===== config.mk =====
export PLATFORM = sky130hd
export DESIGN_NAME = slc96_rx_extractor
export DESIGN_NICKNAME = d
export VERILOG_FILES = /design/src/rtl/slc96_pkg.sv /design/src/rtl/slc96_fs_window.sv /design/src/rtl/slc96_sync_fsm.sv /design/src/rtl/slc96_msg_bank.sv /design/src/rtl/slc96_rx_extractor.sv
export SDC_FILE = /design/constraint.sdc
export NUM_CORES = 1
export LEC_CHECK = 0
export BUFFER_PORTS_ARGS = -buffer_cell sky130_fd_sc_hd__buf_4
export CORE_AREA = 8 8 85 87
export DETAILED_ROUTE_END_ITERATION = 8
export DIE_AREA = 0 0 93 95
export PLACE_DENSITY = 0.78
export SLEW_MARGIN = 30
export SYNTH_ARGS = -nofsm -noshare
export SYNTH_HDL_FRONTEND = slang
export SYNTH_SLANG_ARGS = --single-unit
export TNS_END_PERCENT = 5

===== constraint.sdc =====
create_clock -name clk -period 2.6 [get_ports clk]
set_input_delay 0.52 -clock clk [delete_from_list [all_inputs] [get_ports clk]]
set_output_delay 0.52 -clock clk [all_outputs]
set_load 0.005 [all_outputs]

===== src/rtl/slc96_pkg.sv =====
package slc96_pkg;
  typedef enum logic {
    ST_HUNT = 1'b0,
    ST_LOCK = 1'b1
  } sync_state_t;

  localparam int unsigned FS_PER_MF  = 36;
  localparam int unsigned SYNC_LEN   = 12;
  localparam logic [11:0] SYNC_WORD  = 12'hE38;
  localparam int unsigned REG_W      = 8;
  localparam int unsigned REG_COUNT  = 3;
  localparam int unsigned MISS_DROP  = 2;
endpackage


===== src/rtl/slc96_fs_window.sv =====
module slc96_fs_window #(
  parameter int unsigned MF_BITS   = 36,
  parameter int unsigned SYNC_BITS = 12,
  parameter logic [SYNC_BITS-1:0] PATTERN = 12'hE38
) (
  input  logic               clk,
  input  logic               rst,
  input  logic               act,
  input  logic               fs_tick,
  input  logic               fbit,
  output logic               hit,
  output logic [MF_BITS-1:0] window
);
  localparam int unsigned FW = $clog2(MF_BITS + 1);
  localparam logic [FW-1:0] FULL   = FW'(MF_BITS);
  localparam logic [FW-1:0] ALMOST = FW'(MF_BITS - 1);

  logic [MF_BITS-1:0] sr_q;
  logic [FW-1:0]      fill_q;

  // Newest bit enters at the top, oldest sits at bit 0.
  always_comb begin
    window = sr_q;
    if (fs_tick) window = {fbit, sr_q[MF_BITS-1:1]};
  end

  assign hit = fs_tick && (fill_q >= ALMOST) && (window[SYNC_BITS-1:0] == PATTERN);

  always_ff @(posedge clk) begin
    if (rst || !act) begin
      sr_q   <= '0;
      fill_q <= '0;
    end else if (fs_tick) begin
      sr_q <= window;
      if (fill_q != FULL) fill_q <= fill_q + FW'(1);
    end
  end

  AST_FILL_CAP: assert property (@(posedge clk) disable iff (rst)
    fill_q <= FULL);
endmodule


===== src/rtl/slc96_sync_fsm.sv =====
module slc96_sync_fsm
  import slc96_pkg::*;
#(
  parameter int unsigned MF_BITS    = 36,
  parameter int unsigned MISS_LIMIT = 2
) (
  input  logic clk,
  input  logic rst,
  input  logic act,
  input  logic fs_tick,
  input  logic hit,
  output logic publish,
  output logic locked
);
  localparam int unsigned PW = $clog2(MF_BITS);
  localparam int unsigned MW = $clog2(MISS_LIMIT + 1);
  localparam logic [PW-1:0] LAST = PW'(MF_BITS - 1);
  localparam logic [MW-1:0] MLIM = MW'(MISS_LIMIT);

  sync_state_t state_q, state_d;
  logic [PW-1:0] pos_q, pos_d;
  logic [MW-1:0] miss_q, miss_d;

  always_comb begin
    state_d = state_q;
    pos_d   = pos_q;
    miss_d  = miss_q;
    publish = 1'b0;
    if (!act) begin
      state_d = ST_HUNT;
      pos_d   = '0;
      miss_d  = '0;
    end else if (fs_tick) begin
      unique case (state_q)
        ST_HUNT: begin
          if (hit) begin
            state_d = ST_LOCK;
            pos_d   = '0;
            miss_d  = '0;
            publish = 1'b1;
          end
        end
        ST_LOCK: begin
          if (pos_q == LAST) begin
            pos_d = '0;
            if (hit) begin
              publish = 1'b1;
              miss_d  = '0;
            end else if (miss_q + MW'(1) >= MLIM) begin
              state_d = ST_HUNT;
              miss_d  = '0;
            end else begin
              miss_d = miss_q + MW'(1);
            end
          end else begin
            pos_d = pos_q + PW'(1);
          end
        end
        default: state_d = ST_HUNT;
      endcase
    end
  end

  always_ff @(posedge clk) begin
    if (rst) begin
      state_q <= ST_HUNT;
      pos_q   <= '0;
      miss_q  <= '0;
    end else begin
      state_q <= state_d;
      pos_q   <= pos_d;
      miss_q  <= miss_d;
    end
  end

  assign locked = (state_q == ST_LOCK);

  AST_POS_RANGE: assert property (@(posedge clk) disable iff (rst)
    pos_q <= LAST);
  AST_MISS_RANGE: assert property (@(posedge clk) disable iff (rst)
    miss_q < MLIM);
  AST_IDLE_UNLOCK: assert property (@(posedge clk) disable iff (rst)
    !act |=> !locked);
endmodule


===== src/rtl/slc96_msg_bank.sv =====
module slc96_msg_bank #(
  parameter int unsigned MF_BITS   = 36,
  parameter int unsigned SYNC_BITS = 12,
  parameter int unsigned REG_W     = 8,
  parameter int unsigned REGS      = 3
) (
  input  logic                  clk,
  input  logic                  rst,
  input  logic                  load,
  input  logic [MF_BITS-1:0]    window,
  input  logic                  clr,
  output logic [REGS*REG_W-1:0] msg_flat,
  output logic                  flag
);
  localparam int unsigned MSG_BITS = MF_BITS - SYNC_BITS;
  localparam int unsigned TOTAL    = REGS * REG_W;

  logic [TOTAL-1:0] nxt;

  // Message bit k lands in register k/REG_W, bit k%REG_W; spare bits read zero.
  for (genvar r = 0; r < REGS; r++) begin : g_reg
    for (genvar b = 0; b < REG_W; b++) begin : g_bit
      localparam int unsigned K = r * REG_W + b;
      if (K < MSG_BITS) begin : g_used
        assign nxt[K] = window[SYNC_BITS + K];
      end else begin : g_spare
        assign nxt[K] = 1'b0;
      end
    end
  end

  always_ff @(posedge clk) begin
    if (rst) begin
      msg_flat <= '0;
      flag     <= 1'b0;
    end else begin
      if (load) msg_flat <= nxt;
      if (load)     flag <= 1'b1;
      else if (clr) flag <= 1'b0;
    end
  end

  AST_FLAG_SETS: assert property (@(posedge clk) disable iff (rst)
    load |=> flag);
  AST_W1C: assert property (@(posedge clk) disable iff (rst)
    (clr && !load) |=> !flag);
endmodule


===== src/rtl/slc96_rx_extractor.sv =====
module slc96_rx_extractor
  import slc96_pkg::*;
#(
  parameter int unsigned MF_BITS    = FS_PER_MF,
  parameter int unsigned SYNC_BITS  = SYNC_LEN,
  parameter logic [SYNC_BITS-1:0] PATTERN = SYNC_WORD,
  parameter int unsigned MSG_W      = REG_W,
  parameter int unsigned MISS_LIMIT = MISS_DROP
) (
  input  logic             clk,
  input  logic             rst,
  input  logic             enable,
  input  logic             d4_mode,
  input  logic             frame_strobe,
  input  logic             fbit,
  input  logic             fs_pos,
  input  logic             flag_clr,
  output logic [MSG_W-1:0] msg_a,
  output logic [MSG_W-1:0] msg_b,
  output logic [MSG_W-1:0] msg_c,
  output logic             upd_flag,
  output logic             aligned
);
  localparam int unsigned NREG = REG_COUNT;

  logic                    act, fs_tick, hit, publish;
  logic [MF_BITS-1:0]      window;
  logic [NREG*MSG_W-1:0]   msg_flat;

  assign act     = enable && d4_mode;
  assign fs_tick = act && frame_strobe && fs_pos;

  slc96_fs_window #(
    .MF_BITS(MF_BITS), .SYNC_BITS(SYNC_BITS), .PATTERN(PATTERN)
  ) u_window (
    .clk(clk), .rst(rst), .act(act), .fs_tick(fs_tick), .fbit(fbit),
    .hit(hit), .window(window)
  );

  slc96_sync_fsm #(
    .MF_BITS(MF_BITS), .MISS_LIMIT(MISS_LIMIT)
  ) u_fsm (
    .clk(clk), .rst(rst), .act(act), .fs_tick(fs_tick), .hit(hit),
    .publish(publish), .locked(aligned)
  );

  slc96_msg_bank #(
    .MF_BITS(MF_BITS), .SYNC_BITS(SYNC_BITS), .REG_W(MSG_W), .REGS(NREG)
  ) u_bank (
    .clk(clk), .rst(rst), .load(publish), .window(window), .clr(flag_clr),
    .msg_flat(msg_flat), .flag(upd_flag)
  );

  assign msg_a = msg_flat[0*MSG_W +: MSG_W];
  assign msg_b = msg_flat[1*MSG_W +: MSG_W];
  assign msg_c = msg_flat[2*MSG_W +: MSG_W];

  AST_PUB_NEEDS_SYNC: assert property (@(posedge clk) disable iff (rst)
    publish |-> hit);
  AST_STROBE_GATE: assert property (@(posedge clk) disable iff (rst)
    !(frame_strobe && fs_pos) |-> !publish);
  AST_IDLE_NO_PUB: assert property (@(posedge clk) disable iff (rst)
    !(enable && d4_mode) |-> !publish);
  AST_HOLD_MSG: assert property (@(posedge clk) disable iff (rst)
    !publish |=> $stable({msg_c, msg_b, msg_a}));
endmodule


==> results.txt <==
Switch Pwr - 0.4312 mW
critical path class - reg -> reg
CTS tree - done
Diodes inserted - 0
Die Area - 8835 um^2
DP Wirelength - 3840 um
H-tree levels - 3
fin. max-slew vios - 0
Die Span X - 93 um
startpoint types - flip-flop
placed standard-cell area - 3277 um^2
critical path capture point type - flip-flop
crit path DAT - 2.37 ns
cells on worst reg2reg path - 7
Area Growth Syn to Fin - 15.12%
FP Rows - 28
Internal - 1.598 mW
WL final - 5666 um
Post-CTS Resized - 0
pwr/cell area - 586.9 nW/um^2
Setup Skew - 0.007919 ns
hold-fix buffers at CTS - 0
Syn. warnings - 0
Setup Buffers After CTS - 0
initial antenna violation count - 0
final global-route overflow total - 0
Fmax achieved - 0.4753 GHz
input/output buffers - 33
synthesized instance count - 315
RR Startpoint - u_fsm.pos_q[0]
Combinational Power Share - 0.024
Fillers - 524
clock insertion delay at the later pin of the skew report - 0.34 ns
sequential power share - 0.566
pin count of the biggest net entering global routing - 50
synthesized area - 3004 um^2
via count - 2275
Vias/cell - 5.404
leak pwr - 1.149 nW
CTS Buffer Depth - 2
I/O pins - 34
first-pass GRT wire length - 9742 um
Least-Margin Pin Slew - 0.6551 ns
M1 WL - 2547 um
clk root buf - clkbuf_8
clock share of power - 0.410
layout cells sized above 1 - 0.2399
min Tclk post-route - 2.104 ns
Final Wtd Congestion - 0.8004
post-synthesis sequential area ratio - 0.4998
Hold Path Depth - 2
Yosys reg bits - 75
HP Class - reg -> reg
RSZ-0062 raised after global routing - false
number of routed nets with antenna violations - 0
TNS Setup - 0 ns
Die H - 95 um
final setup fails - 0
nets@finish - 355
number of global-route vias before repair - 2187
Syn Nets - 327
Mean Syn Cell Area - 9.537 um^2
post-synth top area share - 0.4998
met2 routed WL - 2743 um
Cell variety after synth - 33
WHS Endpoint - u_window.sr_q[10]
Worst VDD drop - 0.3698 mV
crit-path max FO - 49
main flop type after synthesis - dfxtp_1
leading area contributor after synthesis - dfxtp_1
Slew HR - 0.5593
post-DR wirelength/cell - 13.46 um
core area - 5816 um^2
asr flop ratio synth - 0
EDFF count, synth - 0
CTS sink count - 75
Initial DRT Pass Iterations - 4
routed wl met3 - 281 um
fin area - 3458 um^2
fin crit share - 0.8093
# DRC - 0
Starting DRT DRC Count - 88
switching share of power - 0.2125
reg2reg end - u_bank.msg_flat[8]
Clk pin slew, worst setup/hold paths - 0.07 ns
Initial Utilization - 0.5166
CP Data Required Time - 2.86 ns
CTS buffer count - 9
GRT Util Overall - 0.1373
R2R setup slack - 0.50 ns
Hold Violations, Final - 0
uppermost routed layer - met4
hold_sp - u_window.sr_q[11]
max cap viols - 0
Synth area leaders - dfxtp_1 (50%), a211oi_2 (10%), mux2i_1 (8.0%)
status - completed
[critical path, cell delays in order, from the launching register on]
cell and delay (ns):
dfxtp_1 0.39, ha_1 0.26, nand2_1 0.09, o41a_1 0.38, and4b_2 0.34, buf_12 0.26
nor2_1 0.10, a211oi_2 0.20
[cells by family after synthesis]
logic type      share of synthesized area
buf+inv                           0.05414
flops                              0.4998
fa+ha+maj                         0.01666
mux                               0.07997
xor+xnor                          0.01458
compound gates                     0.1574
simple gates                       0.1774
[power by group through the flow]
stage               clock network, mW  logic (mW)  registers [mW]
global route                    0.905      0.0530            1.15
CTS                             0.854      0.0490            1.15
global placement                    0      0.0484            1.17
floorplan                           0      0.0314            1.17
detailed placement                  0      0.0489            1.17
finish                          0.833      0.0484            1.15
[through the flow]
step                        util  power, mW  setup WS, ns  cells  hold WS [ns]
final                     0.5947      2.030        0.4959    421        0.4645
after global routing      0.5947      2.106        0.3696    421        0.4719
after CTS                 0.5947      2.051        0.5035    421        0.4595
after detailed placement  0.5635      1.224        0.5231    407        0.4491
after global placement    0.5635      1.223        0.6239    407        0.4424
after floorplan                -      1.206        0.7517    315        0.4279
[synthesized netlist by cell type (2+ instances only)]
master,instances
nor4_1,4
inv_1,7
a31oi_1,2
mux2i_1,24
a21oi_1,18
nand3_1,7
nand2_1,38
or2_2,2
o21ai_0,3
clkbuf_1,12
buf_4,2
dfxtp_1,75
a41oi_1,2
nand4b_1,2
buf_6,5
nor3_1,2
ha_1,4
nor2_1,60
buf_2,4
xor2_1,4
a211oi_2,24
nand4_1,3
[cells in the final DEF (no fill, tap or decap), types with 7 or more instances in the layout]
| master | count |
|---|---|
| dfxtp_1 | 75 |
| buf_4 | 39 |
| a21oi_1 | 18 |
| inv_1 | 7 |
| nor2_1 | 60 |
| a211oi_2 | 24 |
| nand3_1 | 7 |
| mux2i_1 | 24 |
| nand2_1 | 38 |
| clkbuf_8 | 9 |
[worst max path at each step]
stage,start,to
global route,u_fsm.pos_q[0],u_bank.msg_flat[8]
detailed placement,u_fsm.pos_q[0],u_bank.msg_flat[8]
global placement,u_fsm.pos_q[0],u_bank.msg_flat[13]
finish,u_fsm.pos_q[0],u_bank.msg_flat[8]
CTS,u_fsm.pos_q[0],u_bank.msg_flat[8]
floorplan,u_fsm.pos_q[0],u_bank.msg_flat[18]
[layout make-up]
cell class                 count  area [um^2]  share of cell area
sequential                    75         1501              0.4342
tap                           75        93.84             0.02713
multi-input combinational    210         1343              0.3882
inverter                       7        26.28            0.007598
timing repair buffer          40        312.8             0.09045
clock buffer                  10        127.6             0.03690
clock inverter                 4        53.80             0.01556
[registers in the layout (all words and copies together) (netlist names)]
signal and flops:
u_window.sr_q 35, u_bank.msg_flat 24, u_fsm.pos_q 6, u_window.fill_q 6, u_fsm.miss_q 2, u_bank.flag 1, u_fsm.locked 1
[per-layer routing]
metal / global-route usage / up-vias
met2: 0.2237 / 44
met4: 0.06040 / 0
li1: - / 1137
met5: 0 / -
met1: 0.1548 / 1084
met3: 0.05714 / 10
(Power assumes the default switching activity.)
